<file path="src/rtl/cit_pkg.sv">
package cit_pkg;
    localparam int CNT_W    = 8;
    localparam int SEL_W    = 2;
    localparam int ADDR_W   = 3;

    // write-map addresses
    localparam logic [ADDR_W-1:0] A_CMP_LO = 3'd0;
    localparam logic [ADDR_W-1:0] A_CMP_HI = 3'd1;
    localparam logic [ADDR_W-1:0] A_CTL_LO = 3'd2;
    localparam logic [ADDR_W-1:0] A_CTL_HI = 3'd3;

    // control field positions
    localparam int CTL_EN_BIT   = 0;
    localparam int CTL_SEL_LSB  = 1;
    localparam int CTL_CHAIN_BIT = 4;
endpackage

</file>
<file path="src/rtl/cit_prescale.sv">
module cit_prescale #(
    parameter int SEL_W = cit_pkg::SEL_W
) (
    input  logic             clk,
    input  logic             rst_n,
    input  logic [SEL_W-1:0] sel_a,
    input  logic [SEL_W-1:0] sel_b,
    output logic             tick_a,
    output logic             tick_b
);
    localparam int NTAP = 1 << SEL_W;
    localparam int PW   = (NTAP > 1) ? NTAP - 1 : 1;

    logic [PW-1:0]   pre_d, pre_q;
    logic [NTAP-1:0] tap;

    always_comb begin
        pre_d = PW'(pre_q + 1'b1);
    end

    always_ff @(posedge clk or negedge rst_n) begin
        if (!rst_n) pre_q <= '0;
        else        pre_q <= pre_d;
    end

    // tap i fires once every 2**i cycles
    for (genvar gi = 0; gi < NTAP; gi++) begin : g_tap
        if (gi == 0) begin : g_div1
            assign tap[gi] = 1'b1;
        end else begin : g_divn
            assign tap[gi] = &pre_q[gi-1:0];
        end
    end

    assign tick_a = tap[sel_a];
    assign tick_b = tap[sel_b];
endmodule

</file>
<file path="src/rtl/cit_regs.sv">
module cit_regs #(
    parameter int CW     = cit_pkg::CNT_W,
    parameter int SEL_W  = cit_pkg::SEL_W,
    parameter int ADDR_W = cit_pkg::ADDR_W
) (
    input  logic              clk,
    input  logic              rst_n,
    input  logic              wr_en,
    input  logic [ADDR_W-1:0] wr_addr,
    input  logic [CW-1:0]     wr_data,
    output logic [CW-1:0]     cmp_lo,
    output logic [CW-1:0]     cmp_hi,
    output logic              en_lo,
    output logic              en_hi,
    output logic              chain,
    output logic [SEL_W-1:0]  sel_lo,
    output logic [SEL_W-1:0]  sel_hi
);
    import cit_pkg::*;

    typedef struct packed {
        logic [CW-1:0]    cmp_lo;
        logic [CW-1:0]    cmp_hi;
        logic             en_lo;
        logic             en_hi;
        logic             chain;
        logic [SEL_W-1:0] sel_lo;
        logic [SEL_W-1:0] sel_hi;
    } regs_t;

    regs_t r_d, r_q;
    logic  locked;

    always_comb begin
        r_d    = r_q;
        locked = r_q.en_lo | r_q.en_hi;
        if (wr_en) begin
            case (wr_addr)
                A_CMP_LO: if (!locked) r_d.cmp_lo = wr_data;
                A_CMP_HI: if (!locked) r_d.cmp_hi = wr_data;
                A_CTL_LO: begin
                    r_d.en_lo  = wr_data[CTL_EN_BIT];
                    r_d.sel_lo = wr_data[CTL_SEL_LSB +: SEL_W];
                end
                A_CTL_HI: begin
                    r_d.en_hi  = wr_data[CTL_EN_BIT];
                    r_d.sel_hi = wr_data[CTL_SEL_LSB +: SEL_W];
                    r_d.chain  = wr_data[CTL_CHAIN_BIT];
                end
                default: ;
            endcase
        end
    end

    always_ff @(posedge clk or negedge rst_n) begin
        if (!rst_n) r_q <= '0;
        else        r_q <= r_d;
    end

    assign cmp_lo = r_q.cmp_lo;
    assign cmp_hi = r_q.cmp_hi;
    assign en_lo  = r_q.en_lo;
    assign en_hi  = r_q.en_hi;
    assign chain  = r_q.chain;
    assign sel_lo = r_q.sel_lo;
    assign sel_hi = r_q.sel_hi;
endmodule

</file>
<file path="src/rtl/cit_core.sv">
module cit_core #(
    parameter int CW = cit_pkg::CNT_W
) (
    input  logic          clk,
    input  logic          rst_n,
    input  logic          en_lo,
    input  logic          en_hi,
    input  logic          chain,
    input  logic          tick_lo,
    input  logic          tick_hi,
    input  logic [CW-1:0] cmp_lo,
    input  logic [CW-1:0] cmp_hi,
    output logic [CW-1:0] cnt_lo,
    output logic [CW-1:0] cnt_hi,
    output logic          irq_lo,
    output logic          irq_hi
);
    typedef struct packed {
        logic [CW-1:0] cnt_lo;
        logic [CW-1:0] cnt_hi;
        logic          irq_lo;
        logic          irq_hi;
    } core_t;

    core_t         c_d, c_q;
    logic [CW-1:0] lo_inc, hi_inc;
    logic          lo_match, hi_match, lo_wrap;

    always_comb begin
        lo_inc   = CW'(c_q.cnt_lo + 1'b1);
        hi_inc   = CW'(c_q.cnt_hi + 1'b1);
        lo_match = (c_q.cnt_lo == cmp_lo);
        hi_match = (c_q.cnt_hi == cmp_hi);
        lo_wrap  = &c_q.cnt_lo;

        c_d        = c_q;
        c_d.irq_lo = 1'b0;
        c_d.irq_hi = 1'b0;

        if (chain) begin
            if (!en_hi) begin
                // upper enable off: chained count is parked at zero
                c_d.cnt_lo = '0;
                c_d.cnt_hi = '0;
            end else if (en_lo && tick_lo) begin
                if (lo_match && hi_match) begin
                    c_d.cnt_lo = '0;
                    c_d.cnt_hi = '0;
                    c_d.irq_lo = 1'b1;
                end else begin
                    c_d.cnt_lo = lo_inc;
                    if (lo_wrap) begin
                        c_d.cnt_hi = hi_inc;
                        c_d.irq_hi = (hi_inc == cmp_hi);
                    end
                end
            end
        end else begin
            if (en_lo && tick_lo) begin
                if (lo_match) begin
                    c_d.cnt_lo = '0;
                    c_d.irq_lo = 1'b1;
                end else begin
                    c_d.cnt_lo = lo_inc;
                end
            end
            if (en_hi && tick_hi) begin
                if (hi_match) begin
                    c_d.cnt_hi = '0;
                    c_d.irq_hi = 1'b1;
                end else begin
                    c_d.cnt_hi = hi_inc;
                end
            end
        end
    end

    always_ff @(posedge clk or negedge rst_n) begin
        if (!rst_n) c_q <= '0;
        else        c_q <= c_d;
    end

    assign cnt_lo = c_q.cnt_lo;
    assign cnt_hi = c_q.cnt_hi;
    assign irq_lo = c_q.irq_lo;
    assign irq_hi = c_q.irq_hi;
endmodule

</file>
<file path="src/rtl/cascade_interval_timer.sv">
module cascade_interval_timer #(
    parameter int CW     = cit_pkg::CNT_W,
    parameter int SEL_W  = cit_pkg::SEL_W,
    parameter int ADDR_W = cit_pkg::ADDR_W
) (
    input  logic              clk,
    input  logic              rst_n,
    input  logic              wr_en,
    input  logic [ADDR_W-1:0] wr_addr,
    input  logic [CW-1:0]     wr_data,
    output logic [CW-1:0]     cnt_lo,
    output logic [CW-1:0]     cnt_hi,
    output logic              irq_lo,
    output logic              irq_hi
);
    logic [CW-1:0]    cmp_lo_w, cmp_hi_w;
    logic             en_lo_w, en_hi_w, chain_w;
    logic [SEL_W-1:0] sel_lo_w, sel_hi_w;
    logic             tick_lo_w, tick_hi_w;

    cit_regs #(.CW(CW), .SEL_W(SEL_W), .ADDR_W(ADDR_W)) u_regs (
        .clk     (clk),
        .rst_n   (rst_n),
        .wr_en   (wr_en),
        .wr_addr (wr_addr),
        .wr_data (wr_data),
        .cmp_lo  (cmp_lo_w),
        .cmp_hi  (cmp_hi_w),
        .en_lo   (en_lo_w),
        .en_hi   (en_hi_w),
        .chain   (chain_w),
        .sel_lo  (sel_lo_w),
        .sel_hi  (sel_hi_w)
    );

    cit_prescale #(.SEL_W(SEL_W)) u_pre (
        .clk    (clk),
        .rst_n  (rst_n),
        .sel_a  (sel_lo_w),
        .sel_b  (sel_hi_w),
        .tick_a (tick_lo_w),
        .tick_b (tick_hi_w)
    );

    cit_core #(.CW(CW)) u_core (
        .clk     (clk),
        .rst_n   (rst_n),
        .en_lo   (en_lo_w),
        .en_hi   (en_hi_w),
        .chain   (chain_w),
        .tick_lo (tick_lo_w),
        .tick_hi (tick_hi_w),
        .cmp_lo  (cmp_lo_w),
        .cmp_hi  (cmp_hi_w),
        .cnt_lo  (cnt_lo),
        .cnt_hi  (cnt_hi),
        .irq_lo  (irq_lo),
        .irq_hi  (irq_hi)
    );
endmodule

</file>
<file path="config.mk">
export PLATFORM = sky130hd
export DESIGN_NAME = cascade_interval_timer
export DESIGN_NICKNAME = d
export VERILOG_FILES = /design/src/rtl/cit_pkg.sv /design/src/rtl/cit_prescale.sv /design/src/rtl/cit_regs.sv /design/src/rtl/cit_core.sv /design/src/rtl/cascade_interval_timer.sv
export SDC_FILE = /design/constraint.sdc
export NUM_CORES = 1
export LEC_CHECK = 0
export BUFFER_PORTS_ARGS = -buffer_cell sky130_fd_sc_hd__clkbuf_2
export CAP_MARGIN = 15
export CORE_ASPECT_RATIO = 1.4
export CORE_MARGIN = 10
export CORE_UTILIZATION = 41
export DETAILED_ROUTE_END_ITERATION = 10
export SYNTH_ARGS = -nofsm -noshare
export SYNTH_HDL_FRONTEND = slang
export SYNTH_HIERARCHICAL = 1
export SYNTH_SLANG_ARGS = --single-unit
</file>
<file path="constraint.sdc">
create_clock -name clk -period 4.59 [get_ports clk]
set_clock_uncertainty 0.1 [all_clocks]
set_input_delay 0.459 -clock clk [delete_from_list [all_inputs] [get_ports clk]]
set_output_delay 0.459 -clock clk [all_outputs]
set_load 0.02 [all_outputs]
</file>
==> results.toml, run 1 <==
[clock_tree]
clock_tree.root_cell = "clkbuf_8"
ctsLongestPathBuffers = 2
post_cts_buffers = 0
clock_latency_ns = 0.29
ctsResizeCount = 0
cts_buffers = 5
hold_buffers = 0
numClockSinks = 44
path_clk_slew_ns = 0.08
cts_htree_levels = 2
cts_tree = "yes"

[layout]
final_nets = 256
multi_input_area_mm2 = 0.00124
antennaDiodeCount = 0
final_cell_mix = "44 x dfrtp_1, 31 x clkbuf_2, 25 x mux2_2, 18 x nor2_1, 15 x xnor2_1"
postLayoutCoreUtil_pct = 48.4
area_delta_synth_final_pct = 13.4
fin_area_mm2 = 0.00270
final_common_cell = "dfrtp_1"
regArea_mm2 = 0.00110
drive_above_1_share_pct = 33.1
fillCellCount = 533

[synthesis]
synth_cell_types = 45
synth_warnings = 6
synth_fp_nets = 220
syn_area_per_cell_um2 = 11.8
syn_inst = 202
ys_seq_elements = 44
synth_edf_count = 0
syn_area_mm2 = 0.00238
synth-seq-area-share_pct = 46.3
synthArstFlopShare_pct = 100
ys_dominant_reg_cell = "dfrtp_1"

[placement]
dpl-instance-area_mm2 = 0.00260
place_congestion = 0.813
post-dp-hpwl_um = 3900
portBuffers = 31

[setup_path]
critical_path.top_delay_family = "compound AO/OA/AOI/OAI gates"
cp.required_ns = 4.69
timing.critical_path.buf_inv = 0
cp_slowest_stage_delay_ns = 0.56
crit_chain = "ha_1, ha_1, mux2i_1, a22oi_1, nand2_1, or4_1, a2111oi_2, nand2_1, o41ai_2"
start_kind = "register"
crit_arrival_ns = 2.89
critPathKind = "register to register"
critPathMaxFanout = 5
endpoint_kind = "register"
cpMaxStageDelayCell = "or4_1"

[route]
viasPerCell = 5.49
vias = 1685
highest_layer = "met4"
dr.first_iter.drc_count = 29
drc_errors = 0
antenna_left = 0
drt_pass1_iterations = 4
route.met3.wl_um = 156
wl_um = 5090
post_drt_wl_per_cell_um = 16.6
met1_length_um = 2150
route.met2.wl_um = 2690

[sta]
fmax_ghz = 0.358
min_period_over_period_pct = 60.8
min_period_ns = 2.79
worst_slew_pin_slew_ns = 0.585
setup_viol = 0
slew_headroom_pct = 60.0
drv_slew = 0
hold_violations = 0
tns_ns = 0
rsz0062_at_grt = "false"
holdWs_ns = 0.131

[floorplanning]
die_x_um = 84.4
start_util_pct = 42.7
fp.coreArea_mm2 = 0.00557
rows = 32
die_h_um = 110
dieArea_mm2 = 0.00929
pin_count = 32

[run]
drv_cap = 0

[global_route]
grt_overflow_total = 0
grt_pass1_vias = 1695
grt_max_degree = 45
grt_pass1_wl_um = 8470
grtUsageTotal_pct = 11.2
antenna_found_initial = 0

[outcome]
status = "completed"

[power]
ir_drop_uv = 276
power.leakage_uw = 0.00122
power.density_mw_per_mm2 = 446

[min_path]
hp-class = "primary input to asynchronous set/reset pin"
[per-stage QoR]
step / instances / worst slack (ns) / total power [uW]
6_report: 307 / 1.80 / 1200
5_1_grt: 307 / 1.57 / 1290
4_1_cts: 307 / 1.79 / 1220
3_5_place_dp: 299 / 1.80 / 960
3_3_place_gp: 299 / 1.88 / 956
2_1_floorplan: 202 / 2.01 / 851
[Yosys cell counts, drive strengths merged, types with 5 or more instances]
cell | count | share of area (%)
xor2 | 10 | 3.7
a22o | 6 | 2.3
nand3 | 8 | 1.9
xnor2 | 16 | 6.2
mux2 | 25 | 12
nand4 | 7 | 1.8
nand2 | 10 | 1.6
o21ai | 5 | 1.1
a21oi | 5 | 1.1
a21o | 5 | 1.6
dfrtp | 44 | 46
nor2 | 19 | 3.3
[area by class of cell]
cell class                      instances  share of cell area [%]
Inverter                                4                   0.557
Clock buffer                            7                    3.20
Clock inverter                          1                   0.279
Multi-Input combinational cell        151                    45.9
Timing Repair Buffer                   32                    6.04
Sequential cell                        44                    40.9
Tap cell                               68                    3.16
[state kept, by name, summed over array words and instances (netlist names), 2 cells and up]
register,count
u_core/cnt_hi,8
u_core/cnt_lo,8
u_regs/cmp_hi,8
u_regs/cmp_lo,8
u_pre/pre_q,3
u_regs/sel_hi,2
u_regs/sel_lo,2
[layer usage]
| layer | track usage (%) | vias to the layer above |
|---|---|---|
| met1 | 12.6 | 835 |
| met5 | 0 | - |
| li1 | - | 813 |
| met2 | 20.2 | 29 |
| met4 | 4.36 | 0 |
| met3 | 2.57 | 8 |
[report_power, final]
group	switching, uW	internal [uW]	total, uW	leakage (uW)
combinational	209	186	395	0.000617
sequential	94.8	458	553	0.000560
clock	131	122	253	0.0000445
total	435	766	1200	0.00122
[cells by family after synthesis]
family | count (synthesis) | synth area share [%]
AND/OR/NAND/NOR | 59 | 15.1
buffers and inverters | 7 | 1.63
multiplexers | 27 | 12.7
XOR/XNOR | 26 | 9.89
AO/OA/AOI/OAI | 35 | 12.3
adder cells (fa/ha/maj) | 4 | 2.11
flip-flops | 44 | 46.3
[path summary, 6_finish.rpt]
path                                startpoint          endpoint  slack (ns)  depth (start not counted)
worst min register to register  u_pre/pre_q[0]    u_pre/pre_q[0]        0.38                          1
max in group asynchronous                rst_n  u_core/cnt_hi[1]        3.87                          2
worst max-delay path            u_pre/pre_q[0]     u_core/irq_hi        1.80                          9
min in group clk                    wr_data[6]  u_regs/cmp_hi[6]        0.31                          2
worst max register to register  u_pre/pre_q[0]     u_core/irq_hi        1.80                          9
worst min-delay path                     rst_n  u_regs/cmp_lo[7]        0.13                          2
No activity file was read; power rests on OpenSTA's default activity.
==> run 2, diff against run 1 <==
==> constraint.sdc (replaced) <==
create_clock -name clk -period 2.72 [get_ports clk]
set_clock_uncertainty 0.1 [all_clocks]
set_input_delay 0.272 -clock clk [delete_from_list [all_inputs] [get_ports clk]]
set_output_delay 0.272 -clock clk [all_outputs]
set_load 0.02 [all_outputs]
==> results.toml, run 2 (same netlist as run 1, synthesis figures left out) <==
[run]
drv_cap = 0

[route]
post_drt_wl_per_cell_um = 16.8
drt_pass1_iterations = 4
viasPerCell = 5.44
drc_errors = 0
antenna_left = 0
wl_um = 5210
vias = 1692
dr.first_iter.drc_count = 50

[placement]
portBuffers = 31
post-dp-hpwl_um = 4040
dpl-instance-area_mm2 = 0.00262
place_congestion = 0.820
dp.cells = 301

[clock_tree]
cts_tree = "yes"
cts_buffers = 5
clock_latency_ns = 0.30
path_clk_slew_ns = 0.08
numClockSinks = 44
clock_tree.root_cell = "clkbuf_8"
cts_htree_levels = 2
ctsLongestPathBuffers = 2

[floorplanning]
dieArea_mm2 = 0.00929
fp.coreArea_mm2 = 0.00557
start_util_pct = 42.7
die_x_um = 84.4
die_h_um = 110
pin_count = 32
rows = 32

[global_route]
grt_pass1_vias = 1766
grt_max_degree = 45
antenna_found_initial = 0
grt_overflow_total = 0
grt_pass1_wl_um = 8770
grtUsageTotal_pct = 11.6

[power]
netSwitchingFraction_pct = 36.2
seqPwrFrac_pct = 45.6
total_power_uw = 2050
clkPwrFrac_pct = 20.7
p_comb_share_pct = 33.7
power.leakage_uw = 0.00124
p_switching_uw = 741
power.density_mw_per_mm2 = 748
p_int_uw = 1310
ir_drop_uv = 409

[sta]
rsz0062_at_grt = "false"
hold_violations = 0
min_period_ns = 2.54
setup_viol = 0
min_period_over_period_pct = 93.5
worst_slew_pin_slew_ns = 0.586
tns_ns = 0
slew_headroom_pct = 60.4
drv_slew = 0
fmax_ghz = 0.393

[min_path]
hp-class = "primary input to register"

[setup_path]
endpoint_kind = "register"
crit_arrival_ns = 2.65
cpMaxStageDelayCell = "or4_1"
crit_chain = "ha_2, ha_1, mux2i_1, a22oi_1, nand2_1, or4_1, a2111oi_4, nand2_1, o41ai_2"
critPathMostFrequentCell = "nand2_1"
cp_slowest_stage_delay_ns = 0.58
critPathKind = "register to register"
cp.required_ns = 2.82
rrSetupSlack_ns = 0.18
critical_path.top_delay_family = "simple AND/OR/NAND/NOR gates"
timing.critical_path.buf_inv = 0
start_kind = "register"
critPathMaxFanout = 3

[layout]
final_common_cell = "dfrtp_1"
fin_area_mm2 = 0.00274
final_nets = 260
antennaDiodeCount = 0
stdcell_count = 311
drive_above_1_share_pct = 33.7
final_cell_mix = "44 x dfrtp_1, 31 x clkbuf_2, 25 x mux2_2, 18 x nor2_1, 15 x xnor2_1"
area_delta_synth_final_pct = 15.2

[outcome]
status = "completed"
run 2: changes by cell type in the layout (fill, tap and decap cells not counted), sizes merged:
cell,change
buf,+3
clkbuf,+1
clkinvlp,-1
dlygate4sd3,+1
run 2: layout make-up:
cell class / count / area, um^2
flip-flops and latches: 44 / 1100
inverters: 4 / 15.0
clock buffers: 8 / 90.1
repair buffers: 36 / 195
fillers: 535 / 2830
well taps: 68 / 85.1
multi-input cells: 151 / 1250
run 2: worst register-to-register path: stages, from the launching register on:
cell	delay [ns]
dfrtp_1	0.39
ha_2	0.21
ha_1	0.17
mux2i_1	0.08
a22oi_1	0.22
nand2_1	0.09
or4_1	0.58
a2111oi_4	0.19
nand2_1	0.09
o41ai_2	0.32
run 2: stage by stage:
stage                     setup WS (ns)  utilization (%)  hold WS, ns
after floorplan                   0.140                -       -0.124
after detailed placement          0.120             47.0        0.289
final                             0.176             49.2        0.125
after CTS                        0.0964             48.8        0.115
after global routing             0.0402             49.2        0.113
after global placement            0.250             47.0        0.287
run 2: final timing paths:
kind	from	endpoint	cells after the start
max	u_pre/pre_q[0]	u_core/irq_hi	9
min	wr_data[7]	u_regs/cmp_lo[7]	2
max reg2reg	u_pre/pre_q[0]	u_core/irq_hi	9
min reg2reg	u_pre/pre_q[2]	u_pre/pre_q[2]	1
max in group asynchronous	rst_n	u_regs/en_lo	3
min in group asynchronous	rst_n	u_regs/cmp_lo[5]	3
run 2: metal layers:
layer / wire (um) / global-route usage [%] / vias to the layer above
li1: - / - / 823
met3: 195 / 2.86 / 7
met1: 2100 / 12.9 / 827
met4: 80 / 5.66 / 0
met5: 0 / 0 / -
met2: 2830 / 20.3 / 35
run 2: power groups by stage:
stage	Sequential [uW]	Clock (uW)	Combinational (uW)
4_1_cts	936	440	695
3_3_place_gp	946	0	679
3_5_place_dp	949	0	688
6_report	934	425	690
5_1_grt	954	467	768
2_1_floorplan	944	0	492
run 2: timing repair:
item / in CTS / in global routing
setup buffers: 0 / 1
setup endpoints to repair: 0 / 1
hold endpoints to repair: 44 / 0
gates resized for setup: 0 / 2
hold buffers: 1 / 0
